**config.mk**
```make
export PLATFORM = sky130hd
export DESIGN_NAME = shaper_param_encoder
export DESIGN_NICKNAME = d
export VERILOG_FILES = /design/src/rtl/shaper_enc_pkg.sv /design/src/rtl/shaper_enc_terms.sv /design/src/rtl/shaper_div_seq.sv /design/src/rtl/shaper_enc_ctrl.sv /design/src/rtl/shaper_param_encoder.sv
export SDC_FILE = /design/constraint.sdc
export NUM_CORES = 2
export LEC_CHECK = 0
export ABC_CLOCK_PERIOD_IN_PS = 16000
export BUFFER_PORTS_ARGS = -buffer_cell sky130_fd_sc_hd__buf_2
export CORE_MARGIN = 3
export CORE_UTILIZATION = 60
export CTS_BUF_LIST = sky130_fd_sc_hd__clkbuf_8 sky130_fd_sc_hd__clkbuf_16
export CTS_CLUSTER_DIAMETER = 120
export DETAILED_ROUTE_END_ITERATION = 10
export GPL_TIMING_DRIVEN = 0
export PLACE_DENSITY = 0.89
export SKIP_CTS_REPAIR_TIMING = 1
export SLEW_MARGIN = 25
export SYNTH_ARGS = -nofsm -noshare
export SYNTH_HDL_FRONTEND = slang
export SYNTH_SLANG_ARGS = --single-unit
export TNS_END_PERCENT = 20
```
**constraint.sdc**
```tcl
create_clock -name clk -period 16 [get_ports clk]
set_input_delay 3.2 -clock clk [delete_from_list [all_inputs] [get_ports clk]]
set_output_delay 3.2 -clock clk [all_outputs]
set_load 0.05 [all_outputs]
```
**src/rtl/shaper_enc_pkg.sv**
```systemverilog
package shaper_enc_pkg;

   typedef enum logic {
      ENC_RATE  = 1'b0,
      ENC_BURST = 1'b1
   } enc_mode_e;

   typedef enum logic [3:0] {
      ST_IDLE,
      ST_CHK_LO,
      ST_CHK_HI,
      ST_CHK_BR,
      ST_DIV_UP,
      ST_EXP_DN,
      ST_MANT_DN,
      ST_DIV_GO,
      ST_DIV_WAIT
   } enc_state_e;

endpackage

```
**src/rtl/shaper_enc_terms.sv**
```systemverilog
// Forms numerator and denominator of the encoded value for a given
// (exponent, mantissa, divider exponent) so that value = floor(num/den).
module shaper_enc_terms
   import shaper_enc_pkg::*;
#(
   parameter int CLK_HZ   = 1_000_000_000,
   parameter int TICK_TOP = 240,
   parameter int TICK_LOW = 860,
   parameter int MANT_W   = 8,
   parameter int EXP_W    = 4,
   parameter int DEXP_W   = 4,
   parameter int NUM_W    = 54,
   parameter int DEN_W    = 30
) (
   input  enc_mode_e          mode_i,
   input  logic               top_i,
   input  logic [EXP_W-1:0]   e_i,
   input  logic [MANT_W-1:0]  m_i,
   input  logic [DEXP_W-1:0]  d_i,
   output logic [NUM_W-1:0]   num_o,
   output logic [DEN_W-1:0]   den_o
);

   localparam int MANT_ONE = 1 << MANT_W;

   logic [NUM_W-1:0]   base;
   logic [DEN_W-1:0]   tick;
   logic [EXP_W:0]     burst_sh;

   always_comb begin
      base     = NUM_W'(MANT_ONE) + NUM_W'(m_i);
      tick     = top_i ? DEN_W'(TICK_TOP) : DEN_W'(TICK_LOW);
      burst_sh = (EXP_W+1)'(e_i) + (EXP_W+1)'(1);
      if (mode_i == ENC_RATE) begin
         num_o = NUM_W'(CLK_HZ) * (base << e_i);
         den_o = (tick << d_i) << MANT_W;
      end else begin
         num_o = base << burst_sh;
         den_o = DEN_W'(MANT_ONE);
      end
   end

endmodule

```
**src/rtl/shaper_div_seq.sv**
```systemverilog
// Bit-serial restoring divider: one quotient bit per cycle.
module shaper_div_seq #(
   parameter int NUM_W = 54,
   parameter int DEN_W = 30,
   parameter int QUO_W = 40
) (
   input  logic               clk,
   input  logic               rst_n,
   input  logic               start_i,
   input  logic [NUM_W-1:0]   num_i,
   input  logic [DEN_W-1:0]   den_i,
   output logic               done_o,
   output logic [QUO_W-1:0]   quo_o
);

   localparam int CNT_W = $clog2(NUM_W + 1);

   logic [NUM_W-1:0] q_q;
   logic [DEN_W-1:0] r_q;
   logic [DEN_W-1:0] den_q;
   logic [CNT_W-1:0] cnt_q;
   logic             run_q;
   logic             done_q;

   logic [DEN_W:0]   shifted;
   logic [DEN_W:0]   diff;
   logic             fits;

   always_comb begin
      shifted = {r_q, q_q[NUM_W-1]};
      fits    = shifted >= {1'b0, den_q};
      diff    = shifted - {1'b0, den_q};
   end

   always_ff @(posedge clk or negedge rst_n) begin
      if (!rst_n) begin
         q_q    <= '0;
         r_q    <= '0;
         den_q  <= '0;
         cnt_q  <= '0;
         run_q  <= 1'b0;
         done_q <= 1'b0;
      end else begin
         done_q <= 1'b0;
         if (start_i) begin
            q_q   <= num_i;
            r_q   <= '0;
            den_q <= den_i;
            cnt_q <= CNT_W'(NUM_W);
            run_q <= 1'b1;
         end else if (run_q) begin
            r_q   <= fits ? diff[DEN_W-1:0] : shifted[DEN_W-1:0];
            q_q   <= {q_q[NUM_W-2:0], fits};
            cnt_q <= cnt_q - CNT_W'(1);
            if (cnt_q == CNT_W'(1)) begin
               run_q  <= 1'b0;
               done_q <= 1'b1;
            end
         end
      end
   end

   assign done_o = done_q;
   assign quo_o  = q_q[QUO_W-1:0];

   // the recomputation finishes with a single strobe
   a_r9_div_done_pulse: assert property (@(posedge clk) disable iff (!rst_n)
      done_q |=> !done_q);
   // a running division always has bits left to produce
   a_r9_div_count_live: assert property (@(posedge clk) disable iff (!rst_n)
      run_q |-> cnt_q != '0);

endmodule

```
**src/rtl/shaper_enc_ctrl.sv**
```systemverilog
// Range check, branch choice and one-step-per-cycle downward search.
module shaper_enc_ctrl
   import shaper_enc_pkg::*;
#(
   parameter int REQ_W    = 40,
   parameter int MANT_W   = 8,
   parameter int EXP_W    = 4,
   parameter int DEXP_W   = 4,
   parameter int DEXP_MAX = 12,
   parameter int NUM_W    = 54,
   parameter int DEN_W    = 30
) (
   input  logic               clk,
   input  logic               rst_n,
   input  logic               start_i,
   input  logic               mode_i,
   input  logic               top_i,
   input  logic [REQ_W-1:0]   req_i,
   output enc_mode_e          t_mode_o,
   output logic               t_top_o,
   output logic [EXP_W-1:0]   t_e_o,
   output logic [MANT_W-1:0]  t_m_o,
   output logic [DEXP_W-1:0]  t_d_o,
   input  logic [NUM_W-1:0]   num_i,
   input  logic [DEN_W-1:0]   den_i,
   output logic               div_start_o,
   input  logic               div_done_i,
   input  logic [REQ_W-1:0]   div_quo_i,
   output logic               busy_o,
   output logic               done_o,
   output logic               err_o,
   output logic [MANT_W-1:0]  mant_o,
   output logic [EXP_W-1:0]   exp_o,
   output logic [DEXP_W-1:0]  dexp_o,
   output logic [REQ_W-1:0]   achieved_o
);

   localparam int CMP_W = ((REQ_W + DEN_W + 1) > NUM_W ? (REQ_W + DEN_W + 1) : NUM_W) + 1;

   enc_state_e        state_q;
   enc_mode_e         mode_q;
   logic              top_q;
   logic [REQ_W-1:0]  req_q;
   logic [EXP_W-1:0]  e_q;
   logic [MANT_W-1:0] m_q;
   logic [DEXP_W-1:0] d_q;
   logic              done_q, err_q;
   logic [MANT_W-1:0] mant_q;
   logic [EXP_W-1:0]  exp_q;
   logic [DEXP_W-1:0] dexp_q;
   logic [REQ_W-1:0]  ach_q;

   logic [CMP_W-1:0]  lhs_at, lhs_next, rhs;
   logic              below, above, reject;

   // below: req < floor(num/den); above: req > floor(num/den)
   always_comb begin
      rhs      = CMP_W'(num_i);
      lhs_at   = CMP_W'(req_q) * CMP_W'(den_i);
      lhs_next = lhs_at + CMP_W'(den_i);
      below    = lhs_next <= rhs;
      above    = lhs_at > rhs;
      reject   = ((state_q == ST_CHK_LO) && below) ||
                 ((state_q == ST_CHK_HI) && above);
   end

   always_comb begin
      t_e_o = e_q;
      t_m_o = m_q;
      t_d_o = d_q;
      case (state_q)
         ST_CHK_LO: begin t_e_o = '0; t_m_o = '0; t_d_o = DEXP_W'(DEXP_MAX); end
         ST_CHK_HI: begin t_e_o = '1; t_m_o = '1; t_d_o = '0; end
         ST_CHK_BR: begin t_e_o = '0; t_m_o = '0; t_d_o = '0; end
         ST_DIV_UP: begin t_e_o = '0; t_m_o = '0; end
         ST_EXP_DN: begin t_m_o = '0; t_d_o = '0; end
         default: ;
      endcase
   end

   assign t_mode_o    = mode_q;
   assign t_top_o     = top_q;
   assign div_start_o = (state_q == ST_DIV_GO);

   always_ff @(posedge clk or negedge rst_n) begin
      if (!rst_n) begin
         state_q <= ST_IDLE;
         mode_q  <= ENC_RATE;
         top_q   <= 1'b0;
         req_q   <= '0;
         e_q     <= '0;
         m_q     <= '0;
         d_q     <= '0;
         done_q  <= 1'b0;
         err_q   <= 1'b0;
         mant_q  <= '0;
         exp_q   <= '0;
         dexp_q  <= '0;
         ach_q   <= '0;
      end else begin
         done_q <= 1'b0;
         if (reject) begin
            done_q  <= 1'b1;
            err_q   <= 1'b1;
            mant_q  <= '0;
            exp_q   <= '0;
            dexp_q  <= '0;
            ach_q   <= '0;
            state_q <= ST_IDLE;
         end else begin
            case (state_q)
               ST_IDLE: if (start_i) begin
                  mode_q  <= enc_mode_e'(mode_i);
                  top_q   <= top_i;
                  req_q   <= req_i;
                  state_q <= ST_CHK_LO;
               end
               ST_CHK_LO: state_q <= ST_CHK_HI;
               ST_CHK_HI: begin
                  d_q <= '0;
                  if (mode_q == ENC_BURST) begin
                     e_q     <= '1;
                     state_q <= ST_EXP_DN;
                  end else begin
                     state_q <= ST_CHK_BR;
                  end
               end
               ST_CHK_BR: begin
                  d_q <= '0;
                  if (above) begin
                     e_q     <= '1;
                     state_q <= ST_EXP_DN;
                  end else begin
                     e_q     <= '0;
                     state_q <= ST_DIV_UP;
                  end
               end
               ST_DIV_UP: begin
                  if (below && (d_q != DEXP_W'(DEXP_MAX))) begin
                     d_q <= d_q + DEXP_W'(1);
                  end else begin
                     m_q     <= '1;
                     state_q <= ST_MANT_DN;
                  end
               end
               ST_EXP_DN: begin
                  if (below && (e_q != '0)) begin
                     e_q <= e_q - EXP_W'(1);
                  end else begin
                     m_q     <= '1;
                     state_q <= ST_MANT_DN;
                  end
               end
               ST_MANT_DN: begin
                  if (below && (m_q != '0)) m_q <= m_q - MANT_W'(1);
                  else                      state_q <= ST_DIV_GO;
               end
               ST_DIV_GO: state_q <= ST_DIV_WAIT;
               ST_DIV_WAIT: if (div_done_i) begin
                  done_q  <= 1'b1;
                  err_q   <= 1'b0;
                  mant_q  <= m_q;
                  exp_q   <= e_q;
                  dexp_q  <= d_q;
                  ach_q   <= div_quo_i;
                  state_q <= ST_IDLE;
               end
               default: state_q <= ST_IDLE;
            endcase
         end
      end
   end

   assign busy_o     = (state_q != ST_IDLE);
   assign done_o     = done_q;
   assign err_o      = err_q;
   assign mant_o     = mant_q;
   assign exp_o      = exp_q;
   assign dexp_o     = dexp_q;
   assign achieved_o = ach_q;

   a_r10_done_single: assert property (@(posedge clk) disable iff (!rst_n)
      done_q |=> !done_q);
   a_r10_idle_at_done: assert property (@(posedge clk) disable iff (!rst_n)
      done_q |-> state_q == ST_IDLE);
   a_r11_req_frozen: assert property (@(posedge clk) disable iff (!rst_n)
      (state_q != ST_IDLE) |=> $stable(req_q) && $stable(mode_q) && $stable(top_q));
   a_r2_reject_zero: assert property (@(posedge clk) disable iff (!rst_n)
      (done_q && err_q) |-> (ach_q == '0) && (mant_q == '0) && (exp_q == '0) && (dexp_q == '0));
   a_r4_divider_implies_no_shift: assert property (@(posedge clk) disable iff (!rst_n)
      (done_q && !err_q && dexp_q != '0) |-> exp_q == '0);
   a_r5_shift_implies_no_divider: assert property (@(posedge clk) disable iff (!rst_n)
      (done_q && !err_q && exp_q != '0) |-> dexp_q == '0);
   a_r12_hold_between: assert property (@(posedge clk) disable iff (!rst_n)
      !done_q |-> $stable(ach_q) && $stable(err_q) && $stable(mant_q) && $stable(exp_q));

endmodule

```
**src/rtl/shaper_param_encoder.sv**
```systemverilog
module shaper_param_encoder
   import shaper_enc_pkg::*;
#(
   parameter int REQ_W    = 40,
   parameter int CLK_HZ   = 1_000_000_000,
   parameter int TICK_TOP = 240,
   parameter int TICK_LOW = 860,
   parameter int MANT_W   = 8,
   parameter int EXP_W    = 4,
   parameter int DEXP_W   = 4,
   parameter int DEXP_MAX = 12
) (
   input  logic               clk,
   input  logic               rst_n,
   input  logic               start_i,
   input  logic               mode_i,
   input  logic               top_lvl_i,
   input  logic [REQ_W-1:0]   req_i,
   output logic               busy_o,
   output logic               done_o,
   output logic               err_o,
   output logic [MANT_W-1:0]  mant_o,
   output logic [EXP_W-1:0]   exp_o,
   output logic [DEXP_W-1:0]  dexp_o,
   output logic [REQ_W-1:0]   achieved_o
);

   localparam int CLK_W  = $clog2(CLK_HZ + 1);
   localparam int TICK_M = (TICK_TOP > TICK_LOW) ? TICK_TOP : TICK_LOW;
   localparam int TICK_W = $clog2(TICK_M + 1);
   localparam int NUM_W  = CLK_W + MANT_W + (1 << EXP_W);
   localparam int DEN_W  = TICK_W + DEXP_MAX + MANT_W;

   if (DEXP_MAX >= (1 << DEXP_W)) begin : g_bad_dexp
      $error("DEXP_MAX does not fit in DEXP_W bits");
   end
   if (REQ_W > NUM_W) begin : g_bad_req_wide
      $error("REQ_W exceeds the quotient width");
   end
   if (REQ_W < MANT_W + (1 << EXP_W) + 2) begin : g_bad_req_narrow
      $error("REQ_W too narrow for the largest burst");
   end

   enc_mode_e         t_mode;
   logic              t_top;
   logic [EXP_W-1:0]  t_e;
   logic [MANT_W-1:0] t_m;
   logic [DEXP_W-1:0] t_d;
   logic [NUM_W-1:0]  num;
   logic [DEN_W-1:0]  den;
   logic              div_start, div_done;
   logic [REQ_W-1:0]  div_quo;

   shaper_enc_ctrl #(
      .REQ_W(REQ_W), .MANT_W(MANT_W), .EXP_W(EXP_W), .DEXP_W(DEXP_W),
      .DEXP_MAX(DEXP_MAX), .NUM_W(NUM_W), .DEN_W(DEN_W)
   ) ctrl_i (
      .clk(clk), .rst_n(rst_n), .start_i(start_i), .mode_i(mode_i),
      .top_i(top_lvl_i), .req_i(req_i),
      .t_mode_o(t_mode), .t_top_o(t_top), .t_e_o(t_e), .t_m_o(t_m), .t_d_o(t_d),
      .num_i(num), .den_i(den),
      .div_start_o(div_start), .div_done_i(div_done), .div_quo_i(div_quo),
      .busy_o(busy_o), .done_o(done_o), .err_o(err_o),
      .mant_o(mant_o), .exp_o(exp_o), .dexp_o(dexp_o), .achieved_o(achieved_o)
   );

   shaper_enc_terms #(
      .CLK_HZ(CLK_HZ), .TICK_TOP(TICK_TOP), .TICK_LOW(TICK_LOW),
      .MANT_W(MANT_W), .EXP_W(EXP_W), .DEXP_W(DEXP_W),
      .NUM_W(NUM_W), .DEN_W(DEN_W)
   ) terms_i (
      .mode_i(t_mode), .top_i(t_top), .e_i(t_e), .m_i(t_m), .d_i(t_d),
      .num_o(num), .den_o(den)
   );

   shaper_div_seq #(
      .NUM_W(NUM_W), .DEN_W(DEN_W), .QUO_W(REQ_W)
   ) div_i (
      .clk(clk), .rst_n(rst_n), .start_i(div_start),
      .num_i(num), .den_i(den), .done_o(div_done), .quo_o(div_quo)
   );

endmodule

```
Word level (Yosys, flattened, before mapping). Index checks and enable logic that the tools add are counted.

Bits of input ports: 45. Word-level logic and storage cells: 139. Output and inout bits: 59. Bits in registers: 242.

Multiply operators: 2. Equal/unequal tests: 21. Reductions and logical operators: 26. Bitwise gates (word level): 1. Magnitude comparators: 3. Shift operators: 3. $add $sub $neg: 8. Multiplexer cells: 56.

Operators by type and width (count): $mux W54 (3); $mux W30 (4); $mux W40 (3); $le A72 B54 Y1 (1); $add A70 B30 Y71 (1); $gt A70 B54 Y1 (1); $mul A40 B30 Y70 (1); $mux W4 (16); $mul A21 B54 Y45 const A (1); $shl A54 B4 Y54 (1); $shl A54 B5 Y54 (1); $mux W8 (6); $pmux W4 S9 (1); $ge A31 B30 Y1 (1); $shl A30 B4 Y22 (1); $sub A30 B30 Y30 (1); $pmux W4 S2 (3); $pmux W8 S3 (1); $eq A4 B3 Y1 const B (4); $pmux W8 S2 (1); $mux W1 (13); $mux W6 (2); $ne A3 B2 Y1 const B (4); $pmux W4 S3 (1); other kinds (31) (48).

Longest topological paths before layout.
Depth in word-level cells: 12. Mapped depth: 61. Gate-level depth less buffers: 55.

Modules after synthesis. A second synthesis with hierarchy kept.

Cell total of the unflattened synthesis: 8234. Area total of the unflattened synthesis: 70784.1 sq um.

Modules (own cells, without submodules): shaper_enc_ctrl (area an instance 50648.6 sq um, instances 1, seq. area each 3002.9 sq um, cells an instance 5875); shaper_enc_terms (area an instance 12667.1 sq um, instances 1, seq. area each 0.0 sq um, cells an instance 1508); shaper_div_seq (area an instance 7468.4 sq um, instances 1, seq. area each 3052.9 sq um, cells an instance 851).

Least setup slack after synthesis. No wires, ideal clock.

Kind: reg-to-reg. From: register ctrl_i.state_q[3]. To: register ctrl_i.m_q[0]. Data arrival time: 12081 ps. Stages on the path, launching flop included: 51. Clock period less this slack: 12206 ps. Path buffers: 3. Setup slack: 3794 ps. Library setup time: 125 ps. Data required time: 15875 ps. Path through: dfrtp_1 clkbuf_1 or3b_2 o21a_1 o21ai_1 mux2i_1 o21ai_1 nand2_1 a21oi_1 clkbuf_1 nand2_1 fa_1 inv_1 fa_1 fa_1 fa_1 fa_1 fa_1 [15 not listed] nor2_1 and3_1 xor2_1 ha_1 a21o_1 a21o_1 a21oi_1 o21ai_0 nand3_1 a211oi_1 nor3_1 o22ai_1 nor3_1 o2111a_1 a41oi_1 a21o_2 nor2_1 mux2_2.

Longest elaborated chain between the ends: 12. Elaborated cells between the ends (all ways): 37. Classes of those cells: add/sub (3); mul (2); order compare (2); eq/ne (9); shift (3); mux (6); bitwise (1); reduce/logical (11).

RTL lines: start: declaration (RTL line shaper_enc_ctrl.sv:40) `enc_state_e state_q;`; start signal: assignment (RTL line shaper_enc_ctrl.sv:87) `state_q <= ST_IDLE;`; start signal: assignment (RTL line shaper_enc_ctrl.sv:109) `state_q <= ST_IDLE;`; start signal: assignment (RTL line shaper_enc_ctrl.sv:116) `state_q <= ST_CHK_LO;`; parallel branches: the longest is 12 deep, another holds $le A72 B54 Y1; end signal: assignment (RTL line shaper_enc_ctrl.sv:155) `if (below && (m_q != '0)) m_q <= m_q - MANT_W'(1);`; end: declaration (RTL line shaper_enc_ctrl.sv:45) `logic [MANT_W-1:0] m_q;`.

Parallel ways; which one is timed is not known. A chain may end at the register's enable or synchronous reset.

Final worst setup path.
From: register ctrl_i.state_q[3]. To: register ctrl_i.ach_q[12], in the netlist ctrl_i.achieved_o[12].

Longest elaborated chain between the ends: 12. Elaborated cells between the ends (all ways): 31. Classes of those cells: add/sub (3); mul (2); order compare (2); eq/ne (6); shift (3); mux (6); reduce/logical (9).

RTL lines: $eq A4 B2 Y1, or another cell as far along (RTL line shaper_enc_ctrl.sv:71) `case (state_q)`; $reduce_or A3 Y1 (no line) or $reduce_or A4 Y1 (tied branches); $pmux W4 S2 or $pmux W8 S2 (tied branches) (RTL line shaper_enc_ctrl.sv:71); $shl A30 B4 Y22 or $add A9 B8 Y10 (tied branches) (RTL line shaper_enc_terms.sv:36, shaper_enc_terms.sv:31); $mux W30 or $shl A54 B4 Y54 (tied branches) (RTL line shaper_enc_terms.sv:34, shaper_enc_terms.sv:35); $mul A40 B30 Y70 or $mul A21 B54 Y45 (tied branches) (RTL line shaper_enc_ctrl.sv:59, shaper_enc_terms.sv:35); $add A70 B30 Y71 or $mux W54 (tied branches) (RTL line shaper_enc_ctrl.sv:60, shaper_enc_terms.sv:34); $le A72 B54 Y1 or $gt A70 B54 Y1 (tied branches) (RTL line shaper_enc_ctrl.sv:61, shaper_enc_ctrl.sv:62); $logic_and A1 B1 Y1 (on tied branches) (RTL line shaper_enc_ctrl.sv:63, shaper_enc_ctrl.sv:64); $logic_or A1 B1 Y1 (RTL line shaper_enc_ctrl.sv:63) `reject = ((state_q == ST_CHK_LO) && below) ||`; $reduce_bool A2 Y1 (no line); $reduce_and A2 Y1 (no line); end signal: assignment (RTL line shaper_enc_ctrl.sv:165) `ach_q <= div_quo_i;`; end: declaration (RTL line shaper_enc_ctrl.sv:51) `logic [REQ_W-1:0] ach_q;`.

Several ways; a longest one is shown, not always the timed one.

==> flow_metrics.tcl <==
set metrics [dict create \
    dp_hpwl_mm 153.0 \
    drt_iter0_drc 5452 \
    cts_tree "done" \
    clock_sinks 233 \
    finalHoldViolCount 0 \
    gp_congestion 1.043 \
    rows 111 \
    maxCapViolations 0 \
    skew_ns 0.05631 \
    synth_edf_count 0 \
    track_usage 0.3875 \
    antenna_found_initial 7 \
    worst_pin_slew_ns 1.216 \
    setup_violations 0 \
    cp_slowest_stage_delay_ns 0.68 \
    final_cells 7737 \
    fp.dieArea_um2 97330 \
    wirelength_mm 187.1 \
    area_delta_synth_final_pct 6.256 \
    hold_class "reg -> reg" \
    hold_slack_ns 0.5090 \
    synth-seq-cells 233 \
    syn_area_per_cell_um2 8.891 \
    crit_path_start_kind "flip-flop" \
    firstDrtPassIters 7 \
    vias_per_cell 6.338 \
    clk_latency_ns 0.64 \
    final.period_utilization 0.9794 \
    syn_nets 7983 \
    setup_tns_ns 0 \
    grt_overflow 0 \
    fp.dieW_um 312.0 \
    via_count 49040 \
    drc 0 \
    grt_max_degree 92 \
    cp_common_cell "fa_1" \
    slowest_stage "fa_1" \
    synthArstFlopShare 1.000 \
    drive_gt1_frac 0.05471 \
    grt_pass1_wl_mm 291.1 \
    port_buffers 103 \
    wl_per_cell_um 24.18 \
    clkTransAtPathRegs_ns 0.07 \
    slew_violations 0 \
    period_minus_slack_ns 15.67 \
    cp.arrival_ns 16.13 \
    root_buffer "clkbuf_16" \
    post-place-cells 7669 \
    status "finished, final reports clean" \
    ys_seq_area_frac 0.1038 \
    antenna_left 0 \
    worst-path-max-fanout 10 \
    synthCells 6318 \
    yosysWarnings 0 \
    core_um2 92220 \
    start_util 0.6092 \
    cts_buffers 35 \
    die_height_um 312.0 \
    yosysUniqueCellTypes 108 \
    first_global_vias 51310 \
    cts_buffer_depth 3 \
    nNetsFinal 8128 \
    fmax_mhz 63.82 \
    slew_headroom 0.1893 \
    synthFlopType "dfrtp_1" \
    cp-end-kind "flip-flop" \
    ios 104 \
    h-tree-depth 2 \
    fill_cells 7353 \
    crit_type "reg -> reg" \
    syn_area_um2 56180 \
    worstPathRequired_ns 16.46 \
]
## per-stage QoR
step	area (um^2)	util	setup WS, ns
after floorplan	56180	-	3.794
after global placement	58250	0.6316	-0.7468
after detailed placement	58390	0.6332	-0.4150
after CTS	59580	0.6461	-0.4645
after global routing	59680	0.6471	-0.02042
final	59690	0.6473	0.3298
## worst max-delay path, delay by kind of cell, from the launching register on
kind / cells / cell delay, ns
and+or+nand+nor: 17 / 4.27
DFF: 1 / 0.35
AOI/OAI and AO/OA: 12 / 3.72
buffers and inverters: 7 / 1.61
xor gates and xnor gates: 2 / 0.34
adders and majority gates: 11 / 4.97
muxes: 1 / 0.24
## sequential cells by signal, indices dropped and copies added, names as in the netlist
name / count
ctrl_i.achieved_o: 40
ctrl_i.d_q: 4
ctrl_i.dexp_o: 4
ctrl_i.done_o: 1
ctrl_i.e_q: 4
ctrl_i.err_o: 1
ctrl_i.exp_o: 4
ctrl_i.m_q: 8
ctrl_i.mant_o: 8
ctrl_i.req_q: 40
ctrl_i.state_q: 4
ctrl_i.t_mode_o: 1
ctrl_i.t_top_o: 1
div_i.cnt_q: 6
div_i.den_q: 21
div_i.done_o: 1
div_i.q_q: 54
div_i.r_q: 30
div_i.run_q: 1
## worst paths after layout
path | depth (start not counted) | from | slack [ns] | end
setup / recovery | 50 | ctrl_i.state_q[3] | 0.33 | ctrl_i.achieved_o[12]
hold / removal | 1 | ctrl_i.err_o | 0.51 | ctrl_i.err_o
setup reg to reg | 50 | ctrl_i.state_q[3] | 0.33 | ctrl_i.achieved_o[12]
hold reg to reg | 1 | ctrl_i.err_o | 0.51 | ctrl_i.err_o
max in group asynchronous | 3 | rst_n | 12.07 | div_i.r_q[3]
min in group asynchronous | 1 | rst_n | 2.58 | ctrl_i.req_q[9]
## layer usage
layer  track usage  wire [um]  up-vias
met5      0.006917        132        -
met4        0.2610      16220        8
met3        0.1330      24210      982
met2        0.5947      81700     3338
met1        0.4616      64790    23960
li1              -          -    20750
## cell usage in the layout (no fill, tap or decap), types with 18 or more instances in the layout
| master | synthesis | final |
|---|---|---|
| nor2b_1 | 69 | 69 |
| nor4_1 | 19 | 19 |
| o21ai_0 | 183 | 179 |
| a21o_1 | 109 | 109 |
| nand2_1 | 799 | 798 |
| xnor2_1 | 107 | 107 |
| a211oi_1 | 65 | 65 |
| nand4_1 | 60 | 60 |
| inv_1 | 1055 | 1056 |
| xor2_1 | 40 | 40 |
| dfrtp_1 | 233 | 233 |
| o211ai_1 | 22 | 22 |
| mux2i_1 | 65 | 65 |
| nand2b_1 | 27 | 27 |
| nor2_1 | 199 | 185 |
| clkbuf_1 | 299 | 280 |
| mux2_2 | 48 | 48 |
| fa_1 | 943 | 943 |
| clkbuf_16 | 0 | 35 |
| ha_1 | 677 | 677 |
| o21a_1 | 26 | 26 |
| a21oi_1 | 316 | 314 |
| and2_1 | 226 | 226 |
| buf_2 | 17 | 120 |
| or3_1 | 21 | 21 |
| o21bai_1 | 24 | 24 |
| and3_1 | 237 | 237 |
| or2_2 | 18 | 18 |
| nand3_1 | 80 | 79 |
| nor3_1 | 65 | 63 |
## kinds of logic (layout without fill, tap and decap cells)
logic type	Yosys count	in the layout	share of synthesized area
AOI/OAI and AO/OA	940	940	0.1068
xor gates and xnor gates	149	149	0.02350
adders and majority gates	1620	1620	0.4868
buffers and inverters	1385	1556	0.09359
DFF	233	233	0.1038
muxes	114	114	0.02160
other	0	5	0
and+or+nand+nor	1877	1877	0.1639
## synth_stat cells, types with 69 or more instances
master / instances / area share
nand3_1: 80 / 0.0071
nand2_1: 799 / 0.053
o21ai_0: 183 / 0.016
and3_1: 237 / 0.026
nor2b_1: 69 / 0.0077
clkbuf_1: 299 / 0.020
a21oi_1: 316 / 0.028
fa_1: 943 / 0.34
nor2_1: 199 / 0.013
ha_1: 677 / 0.15
inv_1: 1055 / 0.070
and2_1: 226 / 0.025
xnor2_1: 107 / 0.017
dfrtp_1: 233 / 0.10
a21o_1: 109 / 0.015
## cell type report
cell class                      instances  area [um^2]  share of cell area
Clock inverter                         26        287.8            0.004821
Inverter                             1056         3964             0.06641
Clock buffer                           37        903.4             0.01513
Tap cell                             1243         1555             0.02605
Timing Repair Buffer                  109        618.1             0.01035
Sequential cell                       233         5831             0.09768
Multi-Input combinational cell       4700        45210              0.7574
Antenna cell                            5        12.51           0.0002096
Buffer                                328         1313             0.02199
Power is left out: the tool's default activity adds up to more than one toggle a clock period on the data nets, which glitch-free logic cannot reach.
